==> config.mk <==
export PLATFORM = sky130hd
export DESIGN_NAME = seq_ctrl_top
export DESIGN_NICKNAME = d
export VERILOG_FILES = /design/src/rtl/seq_pkg.sv /design/src/rtl/seq_rst_sync.sv /design/src/rtl/seq_decode.sv /design/src/rtl/seq_ring.sv /design/src/rtl/seq_ctl_rom.sv /design/src/rtl/seq_ctrl_top.sv
export SDC_FILE = /design/constraint.sdc
export NUM_CORES = 1
export LEC_CHECK = 0
export CORE_AREA = 2 2 39 41
export CTS_BUF_LIST = sky130_fd_sc_hd__clkbuf_16
export DETAILED_ROUTE_END_ITERATION = 12
export DIE_AREA = 0 0 41 43
export DONT_BUFFER_PORTS = 1
export GPL_TIMING_DRIVEN = 0
export HOLD_SLACK_MARGIN = 0.1
export SLEW_MARGIN = 20
export SYNTH_ARGS = -nofsm -noshare
export SYNTH_HDL_FRONTEND = slang
export SYNTH_SLANG_ARGS = --single-unit
==> constraint.sdc <==
create_clock -name clk -period 1.5 [get_ports clk]
set_input_delay 0.15 -clock clk [delete_from_list [all_inputs] [get_ports clk]]
set_output_delay 0.15 -clock clk [all_outputs]
set_load 0.01 [all_outputs]
==> src/rtl/seq_pkg.sv <==
package seq_pkg;
  localparam int OP_W   = 4;
  localparam int CW_W   = 12;
  localparam int NSTATE = 6;

  // timing-state indices into the one-hot ring
  localparam int ST_T1 = 0;
  localparam int ST_T2 = 1;
  localparam int ST_T3 = 2;
  localparam int ST_T4 = 3;
  localparam int ST_T5 = 4;
  localparam int ST_T6 = 5;

  localparam logic [OP_W-1:0] OPC_LOAD = 4'b0000;
  localparam logic [OP_W-1:0] OPC_ADD  = 4'b0001;
  localparam logic [OP_W-1:0] OPC_SUB  = 4'b0010;
  localparam logic [OP_W-1:0] OPC_OUT  = 4'b1110;
  localparam logic [OP_W-1:0] OPC_HALT = 4'b1111;

  typedef enum logic [2:0] {
    I_LOAD, I_ADD, I_SUB, I_OUT, I_HALT, I_NOP
  } instr_e;

  // Active-high view of each control, packed from bit 11 down to bit 0.
  typedef struct packed {
    logic pc_inc;
    logic pc_drive;
    logic mar_load;
    logic mem_drive;
    logic ir_load;
    logic ir_drive;
    logic acc_load;
    logic acc_drive;
    logic alu_sub;
    logic alu_drive;
    logic breg_load;
    logic out_load;
  } ctl_act_t;

  // Ones mark pins that are active low; equals the idle word.
  localparam logic [CW_W-1:0] LOW_ACTIVE_MASK = 12'b0011_1110_0011;

  function automatic logic [CW_W-1:0] to_pins(input ctl_act_t act);
    return act ^ LOW_ACTIVE_MASK;
  endfunction
endpackage

==> src/rtl/seq_rst_sync.sv <==
module seq_rst_sync #(
  parameter int STAGES = 2
) (
  input  logic clk,
  input  logic rst_n,
  output logic rst_n_sync
);
  logic [STAGES-1:0] chain_q;

  generate
    for (genvar i = 0; i < STAGES; i++) begin : g_stage
      if (i == 0) begin : g_first
        always_ff @(posedge clk or negedge rst_n) begin
          if (!rst_n) chain_q[i] <= 1'b0;
          else        chain_q[i] <= 1'b1;
        end
      end else begin : g_next
        always_ff @(posedge clk or negedge rst_n) begin
          if (!rst_n) chain_q[i] <= 1'b0;
          else        chain_q[i] <= chain_q[i-1];
        end
      end
    end
  endgenerate

  assign rst_n_sync = chain_q[STAGES-1];
endmodule

==> src/rtl/seq_decode.sv <==
module seq_decode
  import seq_pkg::*;
(
  input  logic [OP_W-1:0] opcode,
  output instr_e          instr,
  output logic            is_halt
);
  always_comb begin
    case (opcode)
      OPC_LOAD: instr = I_LOAD;
      OPC_ADD:  instr = I_ADD;
      OPC_SUB:  instr = I_SUB;
      OPC_OUT:  instr = I_OUT;
      OPC_HALT: instr = I_HALT;
      default:  instr = I_NOP;
    endcase
  end

  assign is_halt = (instr == I_HALT);
endmodule

==> src/rtl/seq_ring.sv <==
module seq_ring
  import seq_pkg::*;
#(
  parameter int N        = NSTATE,
  parameter int HALT_IDX = ST_T4
) (
  input  logic         clk,
  input  logic         rst_n,
  input  logic         halt_dec,
  output logic [N-1:0] ring,
  output logic         halted
);
  logic [N-1:0] ring_q, ring_d;
  logic         halted_q, halted_d;
  logic         halt_req, advance_en;

  assign halt_req   = ring_q[HALT_IDX] & halt_dec;
  assign advance_en = ~halted_q & ~halt_req;

  always_comb begin
    ring_d   = ring_q;
    halted_d = halted_q | halt_req;
    if (advance_en) ring_d = {ring_q[N-2:0], ring_q[N-1]};
  end

  always_ff @(posedge clk or negedge rst_n) begin
    if (!rst_n) begin
      ring_q   <= N'(1);
      halted_q <= 1'b0;
    end else begin
      ring_q   <= ring_d;
      halted_q <= halted_d;
    end
  end

  assign ring   = ring_q;
  assign halted = halted_q;

  // exactly one timing state is active
  a_r2_onehot: assert property (@(posedge clk) disable iff (!rst_n)
    $countones(ring_q) == 1);

  // the last state always wraps to the first
  a_r2_wrap: assert property (@(posedge clk) disable iff (!rst_n)
    ring_q[N-1] |=> ring_q[0]);

  // halt is sticky and freezes the ring
  a_r8_sticky: assert property (@(posedge clk) disable iff (!rst_n)
    halted_q |=> (halted_q && $stable(ring_q)));

  // halt only starts from the halt state with a halt opcode
  a_r8_origin: assert property (@(posedge clk) disable iff (!rst_n)
    $rose(halted_q) |-> ($past(ring_q[HALT_IDX]) && $past(halt_dec) && ring_q[HALT_IDX]));
endmodule

==> src/rtl/seq_ctl_rom.sv <==
module seq_ctl_rom
  import seq_pkg::*;
(
  input  logic [NSTATE-1:0] ring,
  input  instr_e            instr,
  input  logic              halted,
  output logic [CW_W-1:0]   word
);
  ctl_act_t act;

  always_comb begin
    act = '0;
    if (!halted) begin
      if (ring[ST_T1]) begin
        act.pc_drive = 1'b1;
        act.mar_load = 1'b1;
      end
      if (ring[ST_T2]) act.pc_inc = 1'b1;
      if (ring[ST_T3]) begin
        act.mem_drive = 1'b1;
        act.ir_load   = 1'b1;
      end
      if (ring[ST_T4]) begin
        case (instr)
          I_LOAD, I_ADD, I_SUB: begin
            act.ir_drive = 1'b1;
            act.mar_load = 1'b1;
          end
          I_OUT: begin
            act.acc_drive = 1'b1;
            act.out_load  = 1'b1;
          end
          default: ;
        endcase
      end
      if (ring[ST_T5]) begin
        case (instr)
          I_LOAD: begin
            act.mem_drive = 1'b1;
            act.acc_load  = 1'b1;
          end
          I_ADD, I_SUB: begin
            act.mem_drive = 1'b1;
            act.breg_load = 1'b1;
          end
          default: ;
        endcase
      end
      if (ring[ST_T6]) begin
        case (instr)
          I_ADD: begin
            act.alu_drive = 1'b1;
            act.acc_load  = 1'b1;
          end
          I_SUB: begin
            act.alu_drive = 1'b1;
            act.alu_sub   = 1'b1;
            act.acc_load  = 1'b1;
          end
          default: ;
        endcase
      end
    end
  end

  assign word = to_pins(act);

  // the ALU is driven onto the bus only in T6
  a_r5_alu_t6: assert #0 (!(word[2] && !ring[ST_T6]));
endmodule

==> src/rtl/seq_ctrl_top.sv <==
module seq_ctrl_top
  import seq_pkg::*;
#(
  parameter int SYNC_STAGES = 2
) (
  input  logic              clk,
  input  logic              rst_n,
  input  logic [OP_W-1:0]   opcode,
  output logic [CW_W-1:0]   ctl_word,
  output logic [NSTATE-1:0] tstate,
  output logic              halted
);
  logic   rst_n_sync;
  instr_e instr;
  logic   is_halt;

  seq_rst_sync #(.STAGES(SYNC_STAGES)) u_rst (
    .clk        (clk),
    .rst_n      (rst_n),
    .rst_n_sync (rst_n_sync)
  );

  seq_decode u_dec (
    .opcode  (opcode),
    .instr   (instr),
    .is_halt (is_halt)
  );

  seq_ring #(.N(NSTATE), .HALT_IDX(ST_T4)) u_ring (
    .clk      (clk),
    .rst_n    (rst_n_sync),
    .halt_dec (is_halt),
    .ring     (tstate),
    .halted   (halted)
  );

  seq_ctl_rom u_rom (
    .ring   (tstate),
    .instr  (instr),
    .halted (halted),
    .word   (ctl_word)
  );

  // the program counter increments only in T2
  a_r3_inc_t2: assert property (@(posedge clk) disable iff (!rst_n_sync)
    ctl_word[11] |-> tstate[ST_T2]);

  // the instruction register loads only in T3
  a_r3_irload_t3: assert property (@(posedge clk) disable iff (!rst_n_sync)
    !ctl_word[7] |-> tstate[ST_T3]);

  // a halted sequencer asserts no control
  a_r8_idle: assert property (@(posedge clk) disable iff (!rst_n_sync)
    halted |-> (ctl_word == LOW_ACTIVE_MASK));
endmodule

# --- Word level (Yosys, flattened, before mapping) ---
# Cells that the tools add are included.
totals:
  regBits: 9
  latch_bits: 0
  mem_bits_rw: 0
  romBits: 0
  in_bits: 6
  elab_cells: 43
  mem_count: 0
classes:
  add_sub_neg: 0
  multipliers: 0
  div_mod_pow: 0
  n_lt_le_gt_ge: 0
  n_eq_ne: 8
  shifts: 0
  n_mux: 21
  bitwise: 6
  n_reduce_logical: 4
op_table:
  columns: ["cell", "count"]
  rows:
  - ["1-bit two-way mux", 16]
  - ["3-bit one-hot mux with 5 select lines", 1]
  - ["12-bit two-way mux", 1]
  - ["4-bit == test (second input constant)", 2]
  - ["7-bit NOT", 1]
  - ["3-bit by 2-bit == test with 1-bit output (second input constant)", 2]
  - ["2-bit two-way mux", 3]
  - ["4-bit by 1-bit == test with 1-bit output (second input constant)", 1]
  - ["4-bit by 2-bit == test with 1-bit output (second input constant)", 1]
  - ["4-bit zero test", 1]
  - ["3-bit by 1-bit == test with 1-bit output (second input constant)", 1]
  - ["3-bit == test (second input constant)", 1]
  - ["3-bit zero test", 1]
  - ["3-bit OR reduction", 1]
  - ["1-bit bitwise AND", 2]
  - ["1-bit NOT", 2]
  - ["2-bit OR reduction", 1]
  - ["1-bit bitwise OR", 1]

# --- Logic depth before layout (Yosys ltp) ---
# Gate-level depths: netlist of the first run.
logic_depth:
  depth_word: 9
  ltp_mapped: 4
  depth_no_buf: 4

# --- Modules after synthesis ---
# From an unflattened synthesis of the first run, not the netlist that was laid out.
hier_totals:
  cells_unflattened: 54
  area_unflattened_um2: 535.5
modules_own_cells:
  columns: ["module", "instances", "cells_each", "area_each_um2", "seq_area_each_um2"]
  rows:
  - ["seq_ring", 1, 18, 269.0, 176.4]
  - ["seq_ctl_rom", 1, 25, 158.9, 0.0]
  - ["seq_decode", 1, 8, 53.8, 0.0]
  - ["seq_rst_sync", 1, 3, 53.8, 50.0]

# --- Worst setup path after synthesis of the first run ---
# OpenSTA, ideal clock, no wires.
synth_timing:
  path_kind: "register -> register"
  startpoint: "register u_ring.ring_q[3], in the netlist u_ring.ring[3]"
  endpoint: "register u_ring.ring_q[1], in the netlist u_ring.ring[1]"
  arrival_ps: 1139
  path_slack_ps: 234
  path_stages_with_launch: 5
  cell_sequence: "dfrtp_1 -> nand3_1 -> o21a_4 -> inv_2 -> mux2_1"
synth_between:
  elab_chain_cells: 3
synth_lines:
  columns: ["item", "line_no", "rtl"]
  rows:
  - ["start: declaration", "seq_ring.sv:13", "logic [N-1:0] ring_q, ring_d;"]
  - ["start signal: assignment", "seq_ring.sv:31", "ring_q <= ring_d;"]
  - ["1-bit bitwise AND", "seq_ring.sv:17", "assign halt_req = ring_q[HALT_IDX] & halt_dec;"]
  - ["1-bit NOT", "seq_ring.sv:18", "assign advance_en = ~halted_q & ~halt_req;"]
  - ["1-bit bitwise AND", "seq_ring.sv:18", null]
# Every way passes these cells.
# A chain may end at the register's enable or synchronous reset.

# --- Final worst setup path of the first run ---
layout_timing:
  startpoint: "register u_ring.ring_q[3], in the netlist u_ring.ring[3]"
  endpoint: "output ctl_word[4]"
layout_between:
  elab_chain_cells: 2
layout_lines:
  columns: ["item", "line_no", "rtl"]
  rows:
  - ["1-bit two-way mux", "seq_ctl_rom.sv:23", "if (ring[ST_T4]) begin"]
  - ["12-bit two-way mux", "seq_ctl_rom.sv:13", "if (!halted) begin"]
  - ["end: declaration", "seq_ctrl_top.sv:9", "output logic [CW_W-1:0] ctl_word,"]
# Every way passes these cells.

==> results of run 1 <==
-- worst max-delay path, delay by kind of cell (launching register included) --
kind	cells	cell delay (ns)
buf+inv	1	0.08
flops	1	0.42
simple gates	2	0.56
-- area by class of cell --
class,count,area [um^2],share of cell area [%]
multi-input combinational,31,239,40.4
timing repair buffer,1,10.0,1.69
inverter,4,15.0,2.54
sequential,9,229,38.7
tap,16,20.0,3.38
clock inverter,1,3.75,0.634
clock buffer,3,75.1,12.7
-- final timing paths --
| kind | start | endpoint | slack (ns) | cells past startpoint |
|---|---|---|---|---|
| setup / recovery | u_ring.ring[3] | ctl_word[4] | 0.06 | 3 |
| hold / removal | u_rst.rst_n_sync | u_ring.ring[4] | 0.11 | 0 |
| setup reg to reg | u_ring.ring[3] | u_ring.ring[1] | 0.19 | 4 |
| hold reg to reg | u_rst.rst_n_sync | u_ring.ring[4] | 0.11 | 0 |
| max in group asynchronous | u_rst.rst_n_sync | u_ring.ring[0] | 1.12 | 0 |
| min in group clk | opcode[3] | u_ring.ring[3] | 0.18 | 2 |
-- metrics by stage --
| stage | util, % | instances | setup WS [ns] | power (mW) | instance area, um^2 |
|---|---|---|---|---|---|
| 2_1_floorplan | - | 44 | 0.234 | 0.262 | 464 |
| 3_3_place_gp | 35.0 | 60 | 0.122 | 0.265 | 484 |
| 3_5_place_dp | 35.0 | 60 | 0.103 | 0.265 | 484 |
| 4_1_cts | 41.9 | 65 | 0.00726 | 0.726 | 579 |
| 5_1_grt | 42.8 | 65 | 0.0113 | 0.745 | 592 |
| 6_report | 42.8 | 65 | 0.0599 | 0.719 | 592 |
-- state kept, by name, indices dropped and copies added (netlist names) --
name / cells
u_ring.ring: 6
u_ring.halted: 1
u_rst.chain_q: 1
u_rst.rst_n_sync: 1
-- report_power, final --
group	internal (mW)	switching (mW)	total, mW
Clock	0.347	0.108	0.455
Sequential	0.247	0.00390	0.251
Combinational	0.00737	0.00634	0.0137
Total	0.602	0.118	0.719
-- layout by cell type (no fill, tap or decap), drive strengths merged --
| master | count |
|---|---|
| a31oi | 1 |
| dlygate4sd3 | 1 |
| o21a | 1 |
| o21ai | 3 |
| xor2 | 1 |
| or3 | 1 |
| mux2 | 4 |
| nor2 | 1 |
| nand2 | 4 |
| nand2b | 1 |
| clkbuf | 3 |
| o22a | 1 |
| a32oi | 1 |
| mux2i | 1 |
| dfrtp | 8 |
| conb | 1 |
| nand3 | 3 |
| nor3 | 1 |
| nor2b | 2 |
| nand3b | 1 |
| dfstp | 1 |
| and2 | 1 |
| nor4 | 1 |
| and3 | 1 |
| inv | 5 |
-- logic make-up (layout without fill, tap and decap cells) --
family | Yosys count | count (layout) | synth area share [%]
compound gates | 7 | 7 | 11.6
mux | 5 | 5 | 13.5
other cells | 1 | 1 | 0.808
simple gates | 17 | 17 | 20.2
flops | 9 | 9 | 48.8
xor+xnor | 1 | 1 | 1.89
buf+inv | 4 | 9 | 3.23
-- routing by layer --
metal / vias up / track usage [%] / wire (um)
met2: 26 / 16.9 / 418
li1: 165 / - / -
met3: 2 / 3.66 / 122
met4: 0 / 12.0 / 11
met1: 159 / 15.9 / 414
met5: - / 0 / 0
-- what timing repair did --
action	in CTS	in global routing
pin swaps	0	0
setup buffers	0	0
hold buffers	1	0
endpoints found under the hold margin	2	0
gates resized for setup	2	4
endpoints found under the setup margin	7	5
==> metrics.csv, run 1 <==
stage,metric,value,unit
status,status,finished clean,
synthesis,register area share after synthesis,48.8,%
synthesis,top cell type's share of synthesized area,43.1,%
detailed_routing,vias,352,
placement,IO Port Bufs,0,
grt,first-pass GRT wire length,1.43,mm
timing,number of failing hold endpoints at the final stage,0,
clocking,Clock Pin Slew Worst Setup and Hold Paths,0.04,ns
timing,Max Slew Vio Count,0,
timing,Max Freq,694,MHz
detailed_routing,1st-iter DRT viols,0,
floorplanning,Starting Density,33.5,%
detailed_routing,WL final,967,um
cells_and_area,synthesis-to-layout area growth,27.5,%
setup_path,CP cell instances,"nand3_1, or3_4, inv_2",
timing,clk_skew,0.00373,ns
synthesis,most frequent cell after synthesis,dfrtp_1,
timing,hold slack,0.107,ns
detailed_routing,DR vias/cell,5.42,
detailed_routing,TritonRoute pass-1 iters,1,
setup_path,required time of the critical path,1.35,ns
synthesis,synth warn,0,
power_and_ir_drop,leakage,0.260,nW
cells_and_area,Antenna Cells,0,
clocking,Root Buffer,clkbuf_16,
clocking,clock sinks,9,
synthesis,cell taking the most area after synthesis,dfrtp_1,
setup_path,crit path capture type,primary output,
cells_and_area,layout cells sized above 1,30.6,%
detailed_routing,Detail Route Antenna Nets,0,
synthesis,syn avg cell area,10.5,um^2
clocking,Max clock buf depth,2,
grt,initial antenna violation count,0,
clocking,H-tree depth,1,
power_and_ir_drop,worst vdd ir,0.786,mV
timing,setup TNS,0,ns
grt,number of global-route vias before repair,346,
timing,crit share post-route,96.0,%
synthesis,top post-synthesis cells by count,"dfrtp_1 (8), inv_1 (3), nand2_1 (3), nand3_1 (3), o21ai_0 (3)",
synthesis,number of synthesized flops with an enable pin,0,
setup_path,slowest CP cell,dfrtp_2,
synthesis,Yosys reg bits,9,
cells_and_area,Final nets,56,
setup_path,worst-path maximum fanout,5,
cells_and_area,FILL cells,141,
synthesis,"FFs w/ async S/R, synth",100,%
timing,RSZ-0062 raised after global routing,false,
floorplanning,Die H,43,um
clocking,CTS tree,built,
floorplanning,number of I/O pins,25,
timing,post-layout minimum cycle time,1.44,ns
floorplanning,full die area,1760,um^2
setup_path,Critical Path Source Type,register,
floorplanning,row count,14,
setup_path,crit path kind,reg -> out,
min_path,min-delay worst type,reg -> async,
placement,gpl congestion,0.653,
clocking,CTS Buf Count,3,
synthesis,Syn Nets,50,
run,maximum capacitance violations,0,
synthesis,top_reg_cell synth,dfrtp_1,
setup_path,Critical Path AT,1.29,ns
synthesis,synth top area cells,"dfrtp_1 (43%), mux2_4 (6.5%), dfstp_2 (5.7%)",
grt,pin count of the biggest net entering global routing,9,
placement,dpl hpwl,739,um
floorplanning,Die Wd,41,um
power_and_ir_drop,PwrDens,1220,nW/um^2
detailed_routing,detailed-route DRC error count,0,
grt,Tot GR Track Use,12.8,%
detailed_routing,drt wl/cell,14.9,um
timing,Final Setup Violations,0,
synthesis,synthesized area,464,um^2
synthesis,synth unique cells,26,
grt,GRT Residual Overflow,0,
clocking,worst skew pair latency,0.23,ns
synthesis,Mapped Cells,44,
floorplanning,total core area,1380,um^2
setup_path,slowest cell delay on critical path,0.42,ns
(Power assumes the default switching activity.)
==> inputs of run 2 (changes only) <==
- ABC_AREA: unset -> 1
- GPL_TIMING_DRIVEN: 0 -> 1
==> run 2 against run 1 <==
Clock skew is 0.0027 ns lower; routed wire length is 7.0% higher; combinational power is 27% higher; utilization increased by 1.8 points; clock-buffer cell count unchanged; worst hold slack got worse by 0.0010 ns; critical path depth rose by 1; sequential share of layout area shrank 1.6 points; die area unchanged; via count grew 16%; register-to-register slack better by 0.32 ns; worst setup slack improved by 0.048 ns; largest power group unchanged.
==> metrics.csv, run 2 <==
stage,metric,value,unit
synthesis,top cell type's share of synthesized area,40.0,%
cells_and_area,Antenna Cells,0,
cells_and_area,cell area after layout,617,um^2
cells_and_area,Final nets,74,
grt,Tot GR Track Use,14.7,%
clocking,# Post-CTS Setup Buffers,0,
detailed_routing,WL final,1.04,mm
floorplanning,full die area,1760,um^2
timing,number of failing hold endpoints at the final stage,0,
detailed_routing,Detail Route Antenna Nets,0,
placement,DP Area,520,um^2
timing,Final Setup Violations,0,
synthesis,syn avg cell area,8.07,um^2
cells_and_area,most frequent cells in the layout,"nand2_1 (15), nor2_1 (9), nand3_1 (9), inv_1 (6), dfrtp_1 (6)",
grt,first-pass GRT wire length,1.66,mm
timing,hold slack,0.106,ns
run,maximum capacitance violations,0,
timing,Max Freq,718,MHz
cells_and_area,"commonest non-fill, non-tap cell in the layout",nand2_1,
detailed_routing,detailed-route DRC error count,0,
clocking,clock sinks,9,
setup_path,Worst path top cell family by delay,flip-flops,
clocking,Max clock buf depth,2,
setup_path,crit path kind,reg -> out,
cells_and_area,synthesis-to-layout area growth,23.3,%
setup_path,crit path capture type,primary output,
floorplanning,Die Wd,41,um
setup_path,CP cell instances,"clkinv_4, nand2_4, nor3_4, nor2_1",
cells_and_area,layout cells sized above 1,26.9,%
synthesis,synth warn,0,
synthesis,register area share after synthesis,45.2,%
synthesis,Mapped Cells,62,
timing,crit share post-route,92.8,%
floorplanning,Die H,43,um
detailed_routing,vias,410,
clocking,CTS Buf Count,3,
setup_path,Critical Path AT,1.24,ns
power_and_ir_drop,worst vdd ir,0.841,mV
synthesis,"FFs w/ async S/R, synth",100,%
power_and_ir_drop,leakage,0.302,nW
detailed_routing,1st-iter DRT viols,1,
timing,clk_skew,0.00103,ns
setup_path,worst-path maximum fanout,10,
clocking,Root Buffer,clkbuf_16,
timing,Max Slew Vio Count,0,
synthesis,Yosys reg bits,9,
floorplanning,row count,14,
synthesis,cell taking the most area after synthesis,dfrtp_1,
timing,post-layout minimum cycle time,1.39,ns
setup_path,Crit path buffers/inverters,1,
floorplanning,Starting Density,36.2,%
synthesis,Syn Nets,68,
setup_path,slowest cell delay on critical path,0.48,ns
synthesis,top post-synthesis cells by count,"nand2_1 (15), nor2_1 (10), nand3_1 (9)",
clocking,worst skew pair latency,0.23,ns
floorplanning,total core area,1380,um^2
cells_and_area,max reg flops,6,
setup_path,slowest CP cell,dfrtp_2,
synthesis,top_reg_cell synth,dfrtp_1,
clocking,H-tree depth,1,
grt,GRT Residual Overflow,0,
placement,dpl hpwl,808,um
clocking,Clock Pin Slew Worst Setup and Hold Paths,0.04,ns
grt,number of global-route vias before repair,418,
power_and_ir_drop,PwrDens,1180,nW/um^2
synthesis,number of synthesized flops with an enable pin,0,
placement,IO Port Bufs,0,
synthesis,synthesized area,500,um^2
status,status,finished clean,
floorplanning,number of I/O pins,25,
setup_path,required time of the critical path,1.35,ns
setup_path,Critical Path Source Type,register,
clocking,CTS tree,built,
synthesis,most frequent cell after synthesis,nand2_1,
grt,pin count of the biggest net entering global routing,11,
synthesis,synth unique cells,17,
detailed_routing,TritonRoute pass-1 iters,2,
synthesis,synth top area cells,"dfrtp_1 (40%), nand2_1 (11%), nand3_1 (9.0%)",
detailed_routing,DR vias/cell,4.94,
detailed_routing,drt wl/cell,12.5,um
grt,initial antenna violation count,0,
min_path,min-delay worst type,reg -> async,
power_and_ir_drop,Overall Power,0.725,mW
placement,gpl congestion,0.753,
-- run 2: layer usage --
layer	track usage [%]	vias to the layer above	share of wire (%)
li1	-	205	-
met5	0	-	0
met3	2.62	4	8.3
met2	21.6	19	47
met1	15.6	182	40
met4	16.0	0	5.1
-- run 2: logic make-up after synthesis --
| family | Yosys count | share of synthesized area, % |
|---|---|---|
| other cells | 1 | 0.749 |
| buf+inv | 8 | 6.50 |
| compound gates | 4 | 8.25 |
| flops | 9 | 45.3 |
| simple gates | 40 | 39.3 |
-- run 2: cell type report --
type	instances	area, um^2
clock buffers	3	75.1
clock inverters	1	3.75
fillers	152	767
inverters	8	35.0
multi-input cells	45	244
flip-flops and latches	9	229
well taps	16	20.0
repair buffers	1	10.0
-- run 2: report_power, final --
part | leakage, nW | internal (mW) | switching (mW)
combinational | 0.153 | 0.00521 | 0.0122
clock | 0.0423 | 0.348 | 0.110
sequential | 0.106 | 0.247 | 0.00377
total | 0.302 | 0.600 | 0.125
-- run 2: path summary, 6_finish.rpt --
| path | from | end | slack (ns) | cells after the start |
|---|---|---|---|---|
| worst max-delay path | u_ring.halted | ctl_word[5] | 0.11 | 4 |
| worst min-delay path | u_rst.rst_n_sync | u_ring.ring[5] | 0.11 | 0 |
| worst max register to register | u_ring.halted | u_ring.ring[5] | 0.51 | 4 |
| worst min register to register | u_rst.rst_n_sync | u_ring.ring[5] | 0.11 | 0 |
| max in group asynchronous | u_rst.rst_n_sync | u_ring.ring[0] | 1.12 | 0 |
| min in group clk | opcode[3] | u_ring.ring[0] | 0.26 | 4 |
-- run 2: timing repair --
action	CTS	global route
endpoints found under the setup margin	0	2
endpoints found under the hold margin	2	0
hold buffers	1	0
gates resized for setup	0	5
-- run 2: through the flow --
step                      util, %  worst slack, ns  setup TNS (ns)  std cells
after floorplan                 -            0.345               0         62
after global placement       37.6            0.246               0         78
after detailed placement     37.6            0.260               0         78
after CTS                    44.0          0.00874               0         83
after global routing         44.6          -0.0161         -0.0161         83
final                        44.6            0.108               0         83
